### config.mk
export PLATFORM = sky130hd
export DESIGN_NAME = sdinit_seq
export DESIGN_NICKNAME = d
export VERILOG_FILES = /design/src/rtl/sdinit_pkg.sv /design/src/rtl/sdinit_wait_timer.sv /design/src/rtl/sdinit_mode_word.sv /design/src/rtl/sdinit_seq.sv
export SDC_FILE = /design/constraint.sdc
export NUM_CORES = 1
export LEC_CHECK = 0
export ABC_AREA = 0
export BUFFER_PORTS_ARGS = -buffer_cell sky130_fd_sc_hd__buf_4
export CAP_MARGIN = 20
export CORE_MARGIN = 3
export CORE_UTILIZATION = 52
export DETAILED_ROUTE_END_ITERATION = 16
export GPL_TIMING_DRIVEN = 0
export PLACE_DENSITY = 0.78
export SLEW_MARGIN = 40
export SYNTH_ARGS = -nofsm -noshare
export SYNTH_HDL_FRONTEND = slang
export SYNTH_SLANG_ARGS = --single-unit
### constraint.sdc
create_clock -name clk_i -period 2.7 [get_ports clk_i]
set_input_delay 0.135 -clock clk_i [delete_from_list [all_inputs] [get_ports clk_i]]
set_output_delay 0.135 -clock clk_i [all_outputs]
set_load 0.02 [all_outputs]
### src/rtl/sdinit_pkg.sv
package sdinit_pkg;
  localparam int unsigned MODE_W = 12;

  // {ras_n, cas_n, we_n}
  typedef enum logic [2:0] {
    CMD_LMR = 3'b000,
    CMD_REF = 3'b001,
    CMD_PRE = 3'b010,
    CMD_ACT = 3'b011,
    CMD_WR  = 3'b100,
    CMD_RD  = 3'b101,
    CMD_BST = 3'b110,
    CMD_NOP = 3'b111
  } sd_cmd_e;

  typedef enum logic [2:0] {
    ST_BOOT,
    ST_PRE,
    ST_TRP,
    ST_REF,
    ST_TRFC,
    ST_LMR,
    ST_TMRD,
    ST_READY
  } seq_state_e;
endpackage

### src/rtl/sdinit_wait_timer.sv
module sdinit_wait_timer #(
  parameter int unsigned       CNT_W   = 8,
  parameter logic [CNT_W-1:0]  RST_VAL = '0
) (
  input  logic             clk_i,
  input  logic             rst_ni,
  input  logic             load_i,
  input  logic [CNT_W-1:0] load_val_i,
  output logic             done_o
);
  logic [CNT_W-1:0] cnt_q;

  always_ff @(posedge clk_i or negedge rst_ni) begin
    if (!rst_ni)               cnt_q <= RST_VAL;
    else if (load_i)           cnt_q <= load_val_i;
    else if (cnt_q != '0)      cnt_q <= cnt_q - 1'b1;
  end

  assign done_o = (cnt_q == '0);

  // an expired count holds at zero until reloaded, never wraps
  a_r4_no_wrap: assert property (@(posedge clk_i) disable iff (!rst_ni)
    (!load_i && done_o) |=> done_o);

  // a reload of a non-zero count is not immediately done
  a_r2_load_takes: assert property (@(posedge clk_i) disable iff (!rst_ni)
    (load_i && load_val_i != '0) |=> !done_o);
endmodule

### src/rtl/sdinit_mode_word.sv
module sdinit_mode_word
  import sdinit_pkg::*;
(
  input  logic [2:0]        burst_len_code_i,
  input  logic              burst_interleave_i,
  input  logic [2:0]        cas_lat_i,
  input  logic              write_single_i,
  output logic [MODE_W-1:0] word_o,
  output logic              clamped_o
);
  logic       bl_ok, cas_ok;
  logic [2:0] bl_f, cas_f;

  always_comb begin
    bl_ok  = (burst_len_code_i <= 3'd3);
    cas_ok = (cas_lat_i == 3'd2) || (cas_lat_i == 3'd3);
    bl_f   = bl_ok  ? burst_len_code_i : 3'd3;
    cas_f  = cas_ok ? cas_lat_i        : 3'd3;
    // [11:10] reserved, [9] write mode, [8:7] op mode, [6:4] CL, [3] type, [2:0] BL
    word_o    = {2'b00, write_single_i, 2'b00, cas_f, burst_interleave_i, bl_f};
    clamped_o = !(bl_ok && cas_ok);
  end
endmodule

### src/rtl/sdinit_seq.sv
module sdinit_seq
  import sdinit_pkg::*;
#(
  parameter int unsigned ADDR_W      = 13,
  parameter int unsigned BA_W        = 2,
  parameter int unsigned TBOOT       = 25000,
  parameter int unsigned TRP         = 3,
  parameter int unsigned TRFC        = 9,
  parameter int unsigned TMRD        = 2,
  parameter int unsigned NUM_REFRESH = 2
) (
  input  logic              clk_i,
  input  logic              rst_ni,
  input  logic              start_i,
  input  logic [2:0]        burst_len_code_i,
  input  logic              burst_interleave_i,
  input  logic [2:0]        cas_lat_i,
  input  logic              write_single_i,
  output logic              cs_n_o,
  output logic              ras_n_o,
  output logic              cas_n_o,
  output logic              we_n_o,
  output logic [ADDR_W-1:0] addr_o,
  output logic [BA_W-1:0]   ba_o,
  output logic              ready_o,
  output logic              mode_err_o
);
  function automatic int unsigned max2(int unsigned a, int unsigned b);
    return (a > b) ? a : b;
  endfunction

  localparam int unsigned T_MAX = max2(max2(TBOOT, TRP), max2(TRFC, TMRD));
  localparam int unsigned CNT_W = (T_MAX > 1) ? $clog2(T_MAX) : 1;
  localparam int unsigned REF_W = $clog2(NUM_REFRESH + 1);
  localparam logic [CNT_W-1:0] BOOT_LD = CNT_W'(TBOOT - 1);
  localparam logic [CNT_W-1:0] TRP_LD  = CNT_W'(TRP - 1);
  localparam logic [CNT_W-1:0] TRFC_LD = CNT_W'(TRFC - 1);
  localparam logic [CNT_W-1:0] TMRD_LD = CNT_W'(TMRD - 1);
  localparam logic [REF_W-1:0] REF_LAST = REF_W'(NUM_REFRESH);

  seq_state_e        state_q, state_d;
  logic              ld;
  logic [CNT_W-1:0]  ld_val;
  logic              wait_done;
  logic [REF_W-1:0]  ref_cnt_q;
  logic              mode_err_q;
  logic [MODE_W-1:0] mode_word;
  logic              mode_clamped;
  sd_cmd_e           cmd;
  logic              restart;

  sdinit_wait_timer #(.CNT_W(CNT_W), .RST_VAL(BOOT_LD)) u_timer (
    .clk_i      (clk_i),
    .rst_ni     (rst_ni),
    .load_i     (ld),
    .load_val_i (ld_val),
    .done_o     (wait_done)
  );

  sdinit_mode_word u_mode (
    .burst_len_code_i   (burst_len_code_i),
    .burst_interleave_i (burst_interleave_i),
    .cas_lat_i          (cas_lat_i),
    .write_single_i     (write_single_i),
    .word_o             (mode_word),
    .clamped_o          (mode_clamped)
  );

  assign restart = (state_q == ST_READY) && start_i;

  always_comb begin
    state_d = state_q;
    ld      = 1'b0;
    ld_val  = BOOT_LD;
    unique case (state_q)
      ST_BOOT:  if (wait_done) state_d = ST_PRE;
      ST_PRE:   begin ld = 1'b1; ld_val = TRP_LD;  state_d = ST_TRP;  end
      ST_TRP:   if (wait_done) state_d = ST_REF;
      ST_REF:   begin ld = 1'b1; ld_val = TRFC_LD; state_d = ST_TRFC; end
      ST_TRFC:  if (wait_done) state_d = (ref_cnt_q == REF_LAST) ? ST_LMR : ST_REF;
      ST_LMR:   begin ld = 1'b1; ld_val = TMRD_LD; state_d = ST_TMRD; end
      ST_TMRD:  if (wait_done) state_d = ST_READY;
      ST_READY: if (start_i) begin ld = 1'b1; ld_val = BOOT_LD; state_d = ST_BOOT; end
      default:  state_d = ST_BOOT;
    endcase
  end

  always_ff @(posedge clk_i or negedge rst_ni) begin
    if (!rst_ni) begin
      state_q    <= ST_BOOT;
      ref_cnt_q  <= '0;
      mode_err_q <= 1'b0;
    end else begin
      state_q <= state_d;
      if (restart)                ref_cnt_q <= '0;
      else if (state_q == ST_REF) ref_cnt_q <= ref_cnt_q + 1'b1;
      if (restart)                mode_err_q <= 1'b0;
      else if (state_q == ST_LMR) mode_err_q <= mode_clamped;
    end
  end

  always_comb begin
    cmd    = CMD_NOP;
    addr_o = '0;
    unique case (state_q)
      ST_PRE:  begin cmd = CMD_PRE; addr_o = ADDR_W'(12'hFFF); end
      ST_REF:  cmd = CMD_REF;
      ST_LMR:  begin cmd = CMD_LMR; addr_o = ADDR_W'(mode_word); end
      default: cmd = CMD_NOP;
    endcase
  end

  assign {ras_n_o, cas_n_o, we_n_o} = cmd;
  assign cs_n_o     = 1'b0;
  assign ba_o       = '0;
  assign ready_o    = (state_q == ST_READY);
  assign mode_err_o = mode_err_q;

  // precharge selects all banks
  a_r3_pre_all_banks: assert property (@(posedge clk_i) disable iff (!rst_ni)
    ({ras_n_o, cas_n_o, we_n_o} == 3'b010) |-> (addr_o[11:0] == 12'hFFF));

  // every command is followed by an idle cycle
  a_r4_gap_after_cmd: assert property (@(posedge clk_i) disable iff (!rst_ni)
    ({ras_n_o, cas_n_o, we_n_o} != 3'b111) |=> ({ras_n_o, cas_n_o, we_n_o} == 3'b111));

  // reserved and op-mode bits zero on load
  a_r7_reserved_zero: assert property (@(posedge clk_i) disable iff (!rst_ni)
    ({ras_n_o, cas_n_o, we_n_o} == 3'b000) |-> (addr_o[11:10] == 2'b00 && addr_o[8:7] == 2'b00));

  // loaded fields are always legal
  a_r8_fields_legal: assert property (@(posedge clk_i) disable iff (!rst_ni)
    ({ras_n_o, cas_n_o, we_n_o} == 3'b000) |->
      (addr_o[2] == 1'b0 && (addr_o[6:4] == 3'd2 || addr_o[6:4] == 3'd3)));

  // error flag only rises right after a load
  a_r8_err_after_load: assert property (@(posedge clk_i) disable iff (!rst_ni)
    $rose(mode_err_o) |-> ($past({ras_n_o, cas_n_o, we_n_o}) == 3'b000));

  // ready holds and bus stays idle
  a_r9_ready_hold: assert property (@(posedge clk_i) disable iff (!rst_ni)
    (ready_o && !start_i) |=> ready_o);
  a_r9_ready_idle: assert property (@(posedge clk_i) disable iff (!rst_ni)
    ready_o |-> ({ras_n_o, cas_n_o, we_n_o} == 3'b111));

  // restart drops ready and clears error
  a_r10_restart: assert property (@(posedge clk_i) disable iff (!rst_ni)
    (ready_o && start_i) |=> (!ready_o && !mode_err_o));

  // chip select and bank fixed
  a_r1_cs_bank: assert property (@(posedge clk_i) disable iff (!rst_ni)
    (!cs_n_o && ba_o == '0));
endmodule

==> metrics.yaml, run 1 <==
job:
  drv_cap: 0
place:
  hpwl_mm: 2.12
  gp_congestion: 0.818
  place_inst: 205
  numPortBuffers: 27
floorplanning:
  die_area_mm2: 0.00313
  core_area_mm2: 0.00230
  core.rowCount: 17
  fp.dieH_um: 55.9
  die_w_um: 55.9
  start_util_pct: 56.4
  io_pins: 32
grt:
  grt_pass1_wl_mm: 5.00
  gr-total-overflow: 0
  grt_max_degree: 22
  grt_pass1_vias: 1135
  antenna_found_initial: 0
  grt_usage_pct: 19.6
pwr:
  p_sw_uw: 106
  seq_power_share_pct: 63.7
  p_comb_share_pct: 6.4
  swShare_pct: 21.4
  power_leakage_uw: 0.000707
  clockPowerShare_pct: 29.9
  vdd_drop_max_uv: 296
  power.internal_uw: 389
  powerDensity_mw_per_mm2: 313
routing:
  first_iter_violations: 20
  met1_length_mm: 1.26
  met3WireLength_um: 88
  post_drt_via_cell_ratio: 5.55
  wl_per_cell_um: 13.2
  route.vias.total: 1166
  dr_wl_met2_mm: 1.39
  drc: 0
  first_pass_iters: 4
  ant_nets: 0
  routed_wl_mm: 2.77
  highest_layer: "met4"
sta:
  max_slew_margin_pct: 63.6
  clock-skew-final_ns: 0.00435
  finalCriticalPeriod_ns: 2.21
  rsz0062_at_grt: "false"
  final_max_slew_viol_count: 0
  fmax_ghz: 0.452
  final-setup-viol-count: 0
  hold_violations: 0
  tns_ns: 0
  worstMarginPinSlew_ns: 0.541
  finalCritPeriodShare_pct: 81.9
setup_path:
  critPathTopFamily: "buffers and inverters"
  cp.depth: 6
  slowest_delay_ns: 0.34
  crit_path_max_fanout: 10
  cp.buffers_inverters: 4
  crit_required_ns: 2.57
  cp-end-kind: "output port"
  r2r_cells: 7
  cp_slowest_cell: "dfrtp_1"
  path_cells: "clkbuf_1 -> nor2b_1 -> clkinv_1 -> nor2_1 -> buf_4 -> buf_4"
  arrival_ns: 2.08
  worst_setup_path_start_kind: "flip-flop"
  critPathKind: "reg2out"
  crit_top_cell: "buf_4"
synthesis:
  synth_top_area_share_pct: 25.1
  synth_edf_count: 0
  ys_types: 44
  synth_warnings: 0
  avgSynthCellArea_um2: 8.82
  synth_flop_cell: "dfrtp_1"
  netlist_instances: 147
  synth-seq-cells: 21
  yosysTopAreaCell: "dfrtp_1"
  yosysMostFrequentCell: "a21oi_1"
  synth_commonest_cells: "a21oi_1, nor2_1, dfrtp_1, nand2_1"
  synth_area_leaders: "dfrtp_1, dfstp_2, a21oi_1"
  ys_seq_area_share_pct: 41.3
  synth_area_mm2: 0.00130
  async_reset_ff_share_pct: 100
cells_and_area:
  layout.nets: 196
  antenna_cells: 0
  layout.cells.non_filler: 210
  syn_to_final_growth_pct: 22.0
  final_layout_size_suffix_gt1_share_pct: 29.7
clock_tree:
  numCtsBuffers: 3
  ctsResizeCount: 0
  cts_root_buf: "clkbuf_4"
  cts_max_level: 1
  cts_hold_buf: 1
  cts_tree: "built"
  cts_buffer_depth: 2
  clkSinkCount: 21
  post_cts_buffers: 0
  clk_latency_ns: 0.30
  path_clk_slew_ns: 0.11
run_status:
  status: "finished, final reports clean"
hold_path:
  hold_class: "in2reg"
  min_path_cells: 3
cells by family (layout without fill, tap and decap cells):
logic type,Yosys count,in the layout,share of synthesized area (%)
AND/OR/NAND/NOR,64,64,29.1
AO/OA/AOI/OAI,31,31,14.0
flip-flops,21,21,41.3
buffers and inverters,20,52,7.91
XOR/XNOR,7,7,4.73
adder cells (fa/ha/maj),2,2,1.93
other,1,4,0.289
multiplexers,1,1,0.772
worst paths after layout:
check                                 start                end  slack (ns)
max in group asynchronous            rst_ni   u_timer.cnt_q[1]        2.19
hold / removal                      start_i  u_timer.cnt_q[14]        0.21
setup / recovery                 state_q[0]         addr_o[11]        0.49
setup reg to reg           u_timer.cnt_q[0]   u_timer.cnt_q[9]        0.58
hold reg to reg                ref_cnt_q[1]       ref_cnt_q[1]        0.50
min in group asynchronous            rst_ni  u_timer.cnt_q[11]        0.24
flip-flops by register name (all words and copies together), names as in the netlist:
register	flops
u_timer.cnt_q	15
state_q	3
ref_cnt_q	2
mode_err_o	1
layout by cell type, fill, tap and decap left out, drive strengths merged, types with 2 or more instances in the layout:
cell type / netlist / final
or2: 2 / 2
dfstp: 8 / 8
o31a: 2 / 2
nor2b: 3 / 3
or3: 5 / 5
xor2: 5 / 5
and2: 2 / 2
nor3b: 3 / 3
nor2: 14 / 14
xnor2: 2 / 2
nor4: 4 / 4
nand4: 3 / 3
conb: 1 / 4
or4: 3 / 3
ha: 2 / 2
o21ai: 8 / 8
a21oi: 15 / 15
nor3: 4 / 4
buf: 8 / 35
nand2: 13 / 13
inv: 6 / 6
nand3: 2 / 2
clkbuf: 5 / 9
dfrtp: 13 / 13
worst reg2reg max path, cell delays in order (launching register included):
cell,delay (ns)
dfstp_2,0.57
inv_1,0.07
ha_1,0.23
nor3b_2,0.19
and4_2,0.18
buf_2,0.18
or4_1,0.48
a21oi_1,0.16
per-stage QoR:
step / hold slack, ns / power (uW) / util [%] / instance area [um^2] / setup WS, ns
2_1_floorplan: -0.161 / 333 / - / 1310 / 0.380
3_3_place_gp: 0.0294 / 351 / 67.3 / 1550 / 0.676
3_5_place_dp: 0.0333 / 352 / 67.3 / 1550 / 0.592
4_1_cts: 0.199 / 502 / 68.8 / 1580 / 0.473
5_1_grt: 0.237 / 520 / 68.8 / 1580 / 0.211
6_report: 0.208 / 495 / 68.8 / 1580 / 0.489
routing by layer:
| layer | track usage (%) | vias to the layer above |
|---|---|---|
| met3 | 4.41 | 4 |
| met4 | 5.76 | 0 |
| met2 | 32.9 | 19 |
| met1 | 25.2 | 563 |
| li1 | - | 580 |
| met5 | 0 | - |
cell type report:
cell class / count / area, um^2
Sequential cell: 21 / 536
Inverter: 7 / 26.3
Buffer: 13 / 76.3
Timing Repair Buffer: 28 / 213
Tap cell: 28 / 35.0
Fill cell: 184 / 716
Multi-Input combinational cell: 109 / 669
Clock buffer: 4 / 26.3
power by group through the flow:
stage                     Sequential (uW)  Clock (uW)  Combinational (uW)
after CTS                             315         155                32.2
after detailed placement              321           0                31.1
after global placement                321           0                30.4
after floorplan                       321           0                12.8
final                                 315         148                31.7
after global routing                  315         169                35.7
Note: power is estimated with default switching activity, not from simulation.
==> run 2: changes to the inputs <==
--- a/config.mk
+++ b/config.mk
@@ -9,10 +9,10 @@
 export BUFFER_PORTS_ARGS = -buffer_cell sky130_fd_sc_hd__buf_4
 export CAP_MARGIN = 20
 export CORE_MARGIN = 3
-export CORE_UTILIZATION = 52
+export CORE_UTILIZATION = 47
 export DETAILED_ROUTE_END_ITERATION = 16
 export GPL_TIMING_DRIVEN = 0
-export PLACE_DENSITY = 0.78
+export PLACE_DENSITY = 0.75
 export SLEW_MARGIN = 40
 export SYNTH_ARGS = -nofsm -noshare
 export SYNTH_HDL_FRONTEND = slang
==> constraint.sdc (replaced) <==
create_clock -name clk_i -period 1.9 [get_ports clk_i]
set_input_delay 0.095 -clock clk_i [delete_from_list [all_inputs] [get_ports clk_i]]
set_output_delay 0.095 -clock clk_i [all_outputs]
set_load 0.02 [all_outputs]
==> run 2 against run 1 <==
Against the previous run: setup slack lost 0.48 ns; clock power grew 46%; sequential share of layout area shrank 1.7 points; cell count grew 1.9%; sequential power grew 42%; critical path type is now reg2reg; largest cell class unchanged.
==> metrics.yaml, run 2 (synthesized netlist as in run 1, its figures left out) <==
floorplanning:
  fp.dieH_um: 58.5  # +4.6%
  core_area_mm2: 0.00254  # +11%
  io_pins: 32  # unchanged
  start_util_pct: 50.9  # -5.5 points
  die_w_um: 58.5  # +4.6%
  die_area_mm2: 0.00342  # +9.5%
  core.rowCount: 18  # +1
clock_tree:
  path_clk_slew_ns: 0.12  # about the same
  clkSinkCount: 21  # unchanged
  cts_root_buf: "clkbuf_4"
  cts_max_level: 1  # unchanged
  numCtsBuffers: 3  # unchanged
  clk_latency_ns: 0.30  # about the same
  cts_buffer_depth: 2  # unchanged
  cts_tree: "built"
grt:
  gr-usage-met2_pct: 29.2  # -3.8 points
  use_met3_pct: 3.95  # -0.46 points
  grt_max_degree: 22  # unchanged
  grt_pass1_wl_mm: 4.50  # -10%
  antenna_found_initial: 0  # unchanged
  busiest_layer: "met2"
  grt_pass1_vias: 1072  # -5.6%
  grt_util_met1_pct: 21.1  # -4.1 points
  grt_usage_pct: 17.1  # -2.6 points
  gr-total-overflow: 0  # unchanged
routing:
  route.vias.total: 1151  # -1.3%
  first_iter_violations: 29  # +45%
  post_drt_via_cell_ratio: 5.38  # -3.1%
  ant_nets: 0  # unchanged
  routed_wl_mm: 2.83  # +2.1%
  wl_per_cell_um: 13.2  # +0.15%
  drc: 0  # unchanged
  first_pass_iters: 4  # unchanged
cells_and_area:
  multi_input_area_um2: 718  # +7.3%
  antenna_cells: 0  # unchanged
  largest-register: "u_timer.cnt_q"
  final-seq-area_um2: 537  # +0.23%
  layout_commonest_cell: "buf_4"
  syn_to_final_growth_pct: 29.0
  mostFrequentLayoutCells: "buf_4, a21oi_1, nand2_1, nor2_1, dfrtp_1"
  reg_top3: "u_timer.cnt_q: 15 flops, state_q: 3 flops, ref_cnt_q: 2 flops"
  largest_reg_flops: 15  # unchanged
  layout.nets: 198  # +1.0%
  fillers: 216  # +17%
  final_layout_size_suffix_gt1_share_pct: 39.7  # +10 points
pwr:
  seq_power_share_pct: 63.1  # -0.6 points
  power_leakage_uw: 0.000750  # +6.1%
  powerDensity_mw_per_mm2: 424  # +36%
  clockPowerShare_pct: 30.4  # +0.5 points
  power.internal_uw: 549  # +41%
  p_sw_uw: 160  # +51%
  p_comb_share_pct: 6.4  # about the same
  vdd_drop_max_uv: 441  # +49%
  swShare_pct: 22.5  # +1.1 points
hold_path:
  hold_class: "in2reg"
setup_path:
  cp_slowest_cell: "dfstp_2"
  crit_required_ns: 2.15  # -0.42 ns
  critPathKind: "reg2reg"
  arrival_ns: 2.13  # +0.05 ns
  cp-end-kind: "flip-flop"
  worst_setup_path_start_kind: "flip-flop"
  cp.buffers_inverters: 2  # -2
  critPathTopFamily: "simple AND/OR/NAND/NOR gates"
  crit_path_max_fanout: 10  # unchanged
  path_cells: "inv_2 -> ha_4 -> nor3b_4 -> and4_4 -> buf_6 -> or4_4 -> a21oi_2"
  slowest_delay_ns: 0.57  # +0.23 ns
sta:
  finalCritPeriodShare_pct: 99.4
  rsz0062_at_grt: "true"
  clock-skew-final_ns: 0.00334  # -0.00100 ns
  holdWs_ns: 0.163  # -0.0452 ns
  finalCriticalPeriod_ns: 1.89
  fmax_ghz: 0.530
  hold_violations: 0  # unchanged
  fin_ws_ns: 0.0123  # -0.476 ns
  final_max_slew_viol_count: 0  # unchanged
  final-setup-viol-count: 0  # unchanged
job:
  drv_cap: 0  # unchanged
place:
  numPortBuffers: 27  # unchanged
  hpwl_mm: 2.03  # -4.1%
  gp_congestion: 0.810  # -0.95%
  post-place-ws_ns: -0.0619  # -0.654 ns
run_status:
  status: "finished, final reports clean"
run 2: cell count changes in the layout (fill, tap and decap cells not counted), moves of 2 or more:
cell	before	now
inv_2	0	2
buf_4	34	39
clkbuf_2	0	2
inv_1	6	4
clkinv_2	0	2
clkbuf_1	6	0
run 2: repair_timing:
| item | CTS | global route |
|---|---|---|
| gates resized for setup | 2 | 11 |
| endpoints found under the setup margin | 6 | 16 |
| pin swaps | 0 | 4 |
| endpoints found under the hold margin | 21 | 0 |
| setup buffers | 1 | 4 |
| hold buffers | 1 | 0 |
run 2: worst paths after layout:
check	startpoint	end	slack, ns	cells past startpoint
worst max-delay path	u_timer.cnt_q[1]	u_timer.cnt_q[9]	0.01	7
worst min-delay path	start_i	u_timer.cnt_q[14]	0.16	3
worst max register to register	u_timer.cnt_q[1]	u_timer.cnt_q[9]	0.01	7
worst min register to register	ref_cnt_q[0]	ref_cnt_q[0]	0.49	1
max in group asynchronous	rst_ni	u_timer.cnt_q[1]	1.43	2
min in group asynchronous	rst_ni	u_timer.cnt_q[9]	0.19	2
run 2: worst min-delay path, stage by stage:
cell and delay [ns]:
buf_4 0.10, nand2_1 0.14, nand2_1 0.10
run 2: stage by stage:
| stage | cell area (um^2) | util, % | total power, uW | TNS (ns) | std cells |
|---|---|---|---|---|---|
| after floorplan | 1320 | - | 474 | 0 | 150 |
| after global placement | 1560 | 61.4 | 499 | -0.0393 | 207 |
| after detailed placement | 1560 | 61.4 | 500 | -0.0619 | 207 |
| after CTS | 1610 | 63.1 | 725 | -0.0840 | 212 |
| after global routing | 1670 | 65.7 | 744 | -0.0692 | 214 |
| final | 1670 | 65.7 | 709 | 0 | 214 |
run 2: power groups by stage:
stage,logic [uW],registers (uW),clock network (uW)
final,45.6,448,216
after floorplan,18.2,456,0
after detailed placement,44.5,456,0
after CTS,46.2,448,231
after global placement,43.4,456,0
after global routing,50.6,448,246
run 2: final cells by class:
cell class / instances / area share (%)
multi-input combinational: 109 / 43.0
buffer: 10 / 4.42
timing repair buffer: 33 / 15.0
clock inverter: 1 / 0.299
inverter: 7 / 1.65
clock buffer: 3 / 1.35
tap: 30 / 2.25
sequential: 21 / 32.1
run 2: layer usage:
metal,part of all wire (%),wire [um]
met1,47,1330
met2,47,1340
met3,4.3,122
met4,1.1,31
met5,0,0
==> run 3: changes to the inputs <==
--- a/config.mk
+++ b/config.mk
@@ -10,6 +10,7 @@
 export CAP_MARGIN = 20
 export CORE_MARGIN = 3
 export CORE_UTILIZATION = 47
+export CTS_CLUSTER_SIZE = 14
 export DETAILED_ROUTE_END_ITERATION = 16
 export GPL_TIMING_DRIVEN = 0
 export PLACE_DENSITY = 0.75
==> constraint.sdc (replaced) <==
create_clock -name clk_i -period 1.7 [get_ports clk_i]
set_input_delay 0.085 -clock clk_i [delete_from_list [all_inputs] [get_ports clk_i]]
set_output_delay 0.085 -clock clk_i [all_outputs]
set_load 0.02 [all_outputs]
==> run 3 against run 2 <==
Against the previous run: the run now ends with setup timing left; utilization increased by 4.3 points; sequential power up 12%; clock power grew 13%; via count up 5.8%; global-route usage grew 1.4 points; register-to-register slack lost 0.12 ns; routed wire length grew 8.9%.
==> metrics.yaml, run 3 (synthesized netlist as in run 1, its figures left out) <==
pwr:
  vdd_drop_max_uv: 357  # -19%
  power_leakage_uw: 0.000792  # +5.6%
  powerDensity_mw_per_mm2: 447  # +5.5%
floorplanning:
  core_area_mm2: 0.00254  # unchanged
  die_w_um: 58.5  # unchanged
  start_util_pct: 50.9  # unchanged
  io_pins: 32  # unchanged
  fp.dieH_um: 58.5  # unchanged
  core.rowCount: 18  # unchanged
  die_area_mm2: 0.00342  # unchanged
cells_and_area:
  layout_commonest_cell: "buf_4"
  reg_top3: "u_timer.cnt_q: 15 flops, state_q: 3 flops, ref_cnt_q: 2 flops"
  largest-register: "u_timer.cnt_q"
  antenna_cells: 0  # unchanged
  final_layout_size_suffix_gt1_share_pct: 45.9  # +6.2 points
  largest_reg_flops: 15  # unchanged
  layout.nets: 208  # +5.1%
  mostFrequentLayoutCells: "buf_4, nand2_1, nor2_1, a21oi_1, dfrtp_1"
  syn_to_final_growth_pct: 37.4
sta:
  fin_ws_ns: -0.105  # -0.117 ns
  final-setup-viol-count: 5  # +5
  final_max_slew_viol_count: 0  # unchanged
  hold_violations: 0  # unchanged
  fmax_ghz: 0.554  # +4.6%
  clock-skew-final_ns: 0.00747  # +0.00412 ns
  finalCritPeriodShare_pct: 106  # +6.8 points
  rsz0062_at_grt: "true"
  finalCriticalPeriod_ns: 1.80  # -0.0828 ns
  holdWs_ns: 0.155  # -0.00792 ns
  tns_ns: -0.252  # -0.252 ns
routing:
  first_pass_iters: 4  # unchanged
  drc: 0  # unchanged
  route.vias.total: 1218  # +5.8%
  first_iter_violations: 29  # unchanged
  wl_per_cell_um: 13.7  # +4.0%
  post_drt_via_cell_ratio: 5.44  # +1.1%
  routed_wl_mm: 3.08  # +8.9%
  ant_nets: 0  # unchanged
setup_path:
  reg2reg_from: "u_timer.cnt_q[1]"
  critPathKind: "reg2reg"
  crit_path_max_fanout: 3  # -7
  worst_setup_path_start_kind: "flip-flop"
  crit_required_ns: 1.94  # -0.21 ns
  cp-end-kind: "flip-flop"
  arrival_ns: 2.04  # -0.09 ns
  r2r_end: "u_timer.cnt_q[6]"
  reg2reg_slack_ns: -0.10  # -0.12 ns
  r2r_cells: 6  # -1
clock_tree:
  cts_tree: "built"
  clkSinkCount: 21  # unchanged
  cts_max_level: 1  # unchanged
  path_clk_slew_ns: 0.12  # about the same
  clk_latency_ns: 0.30  # about the same
  numCtsBuffers: 3  # unchanged
  cts_root_buf: "clkbuf_4"
  cts_buffer_depth: 2  # unchanged
hold_path:
  hold_class: "in2reg"
  min_path_cells: 3  # unchanged
  whs_endpoint: "u_timer.cnt_q[14]"
  min_from: "start_i"
run_status:
  violations: "setup timing"
  status: "complete, but fails checks"
place:
  numPortBuffers: 27  # unchanged
  hpwl_mm: 2.05  # +1.0%
  gp_congestion: 0.769  # -5.1%
grt:
  antenna_found_initial: 0  # unchanged
  grt_pass1_wl_mm: 4.97  # +10%
  grt_max_degree: 22  # unchanged
  gr-total-overflow: 0  # unchanged
  grt_usage_pct: 18.5  # +1.4 points
  grt_pass1_vias: 1188  # +11%
job:
  drv_cap: 0  # unchanged
==> run 3: changes by cell type in the layout (fill, tap and decap cells not counted), moves of 2 or more <==
cell     previous run  this run
a21oi_1            14        12
buf_4              39        49
a21oi_2             1         3
dfrtp_1            12        10
dfrtp_2             1         3
==> run 3: repair_timing <==
action,in CTS,in global routing
endpoints found under the hold margin,21,0
pin swaps,8,7
hold buffers,1,0
resized for setup,6,15
setup buffers,12,6
setup endpoints to repair,23,21
==> run 3: how the worst max path moves through the flow <==
stage / slack, ns / endpoint / depth (start not counted) / from
final: -0.10 / u_timer.cnt_q[6] / 6 / u_timer.cnt_q[1]
after floorplan: -0.04 / u_timer.cnt_q[9] / 7 / u_timer.cnt_q[1]
after global routing: -0.16 / u_timer.cnt_q[6] / 6 / u_timer.cnt_q[0]
after CTS: -0.07 / u_timer.cnt_q[6] / 6 / u_timer.cnt_q[1]
after global placement: -0.08 / u_timer.cnt_q[9] / 7 / u_timer.cnt_q[1]
after detailed placement: -0.11 / u_timer.cnt_q[9] / 7 / u_timer.cnt_q[1]
==> run 3: final cells by class <==
type | count | area (um^2)
fill | 193 | 764
multi-input combinational | 109 | 751
sequential | 21 | 539
timing repair buffer | 44 | 334
buffer | 9 | 65.1
tap | 30 | 37.5
inverter | 7 | 27.5
clock buffer | 4 | 26.3
==> run 3: power breakdown <==
group | total (uW) | switching [uW] | internal (uW)
logic | 51.1 | 25.6 | 25.6
clock network | 245 | 154 | 91.3
registers | 500 | 0 | 500
==> run 3: critical path, cell delays in order, from the launching register on <==
cell and delay, ns:
dfstp_2 0.40, inv_2 0.06, ha_4 0.13, or3b_4 0.38
or3_4 0.33, or3_4 0.33, a21oi_2 0.11
==> run 3: per-stage QoR <==
stage / power [uW] / instances / util [%] / worst slack [ns] / instance area [um^2]
global placement: 558 / 207 / 62.3 / -0.0791 / 1590
detailed placement: 559 / 207 / 62.3 / -0.110 / 1590
CTS: 804 / 220 / 67.0 / -0.0661 / 1700
floorplan: 530 / 150 / - / -0.0364 / 1350
global route: 827 / 224 / 70.0 / -0.164 / 1780
finish: 797 / 224 / 70.0 / -0.105 / 1780
==> run 3: routing by layer <==
metal | global-route usage (%) | share of wire (%) | vias up | routed length [um]
met2 | 31.3 | 49 | 39 | 1490
met1 | 23.1 | 44 | 575 | 1370
met5 | 0 | 0 | - | 0
met3 | 4.61 | 6.3 | 4 | 195
met4 | 5.63 | 0.75 | 0 | 23
li1 | - | - | 600 | -
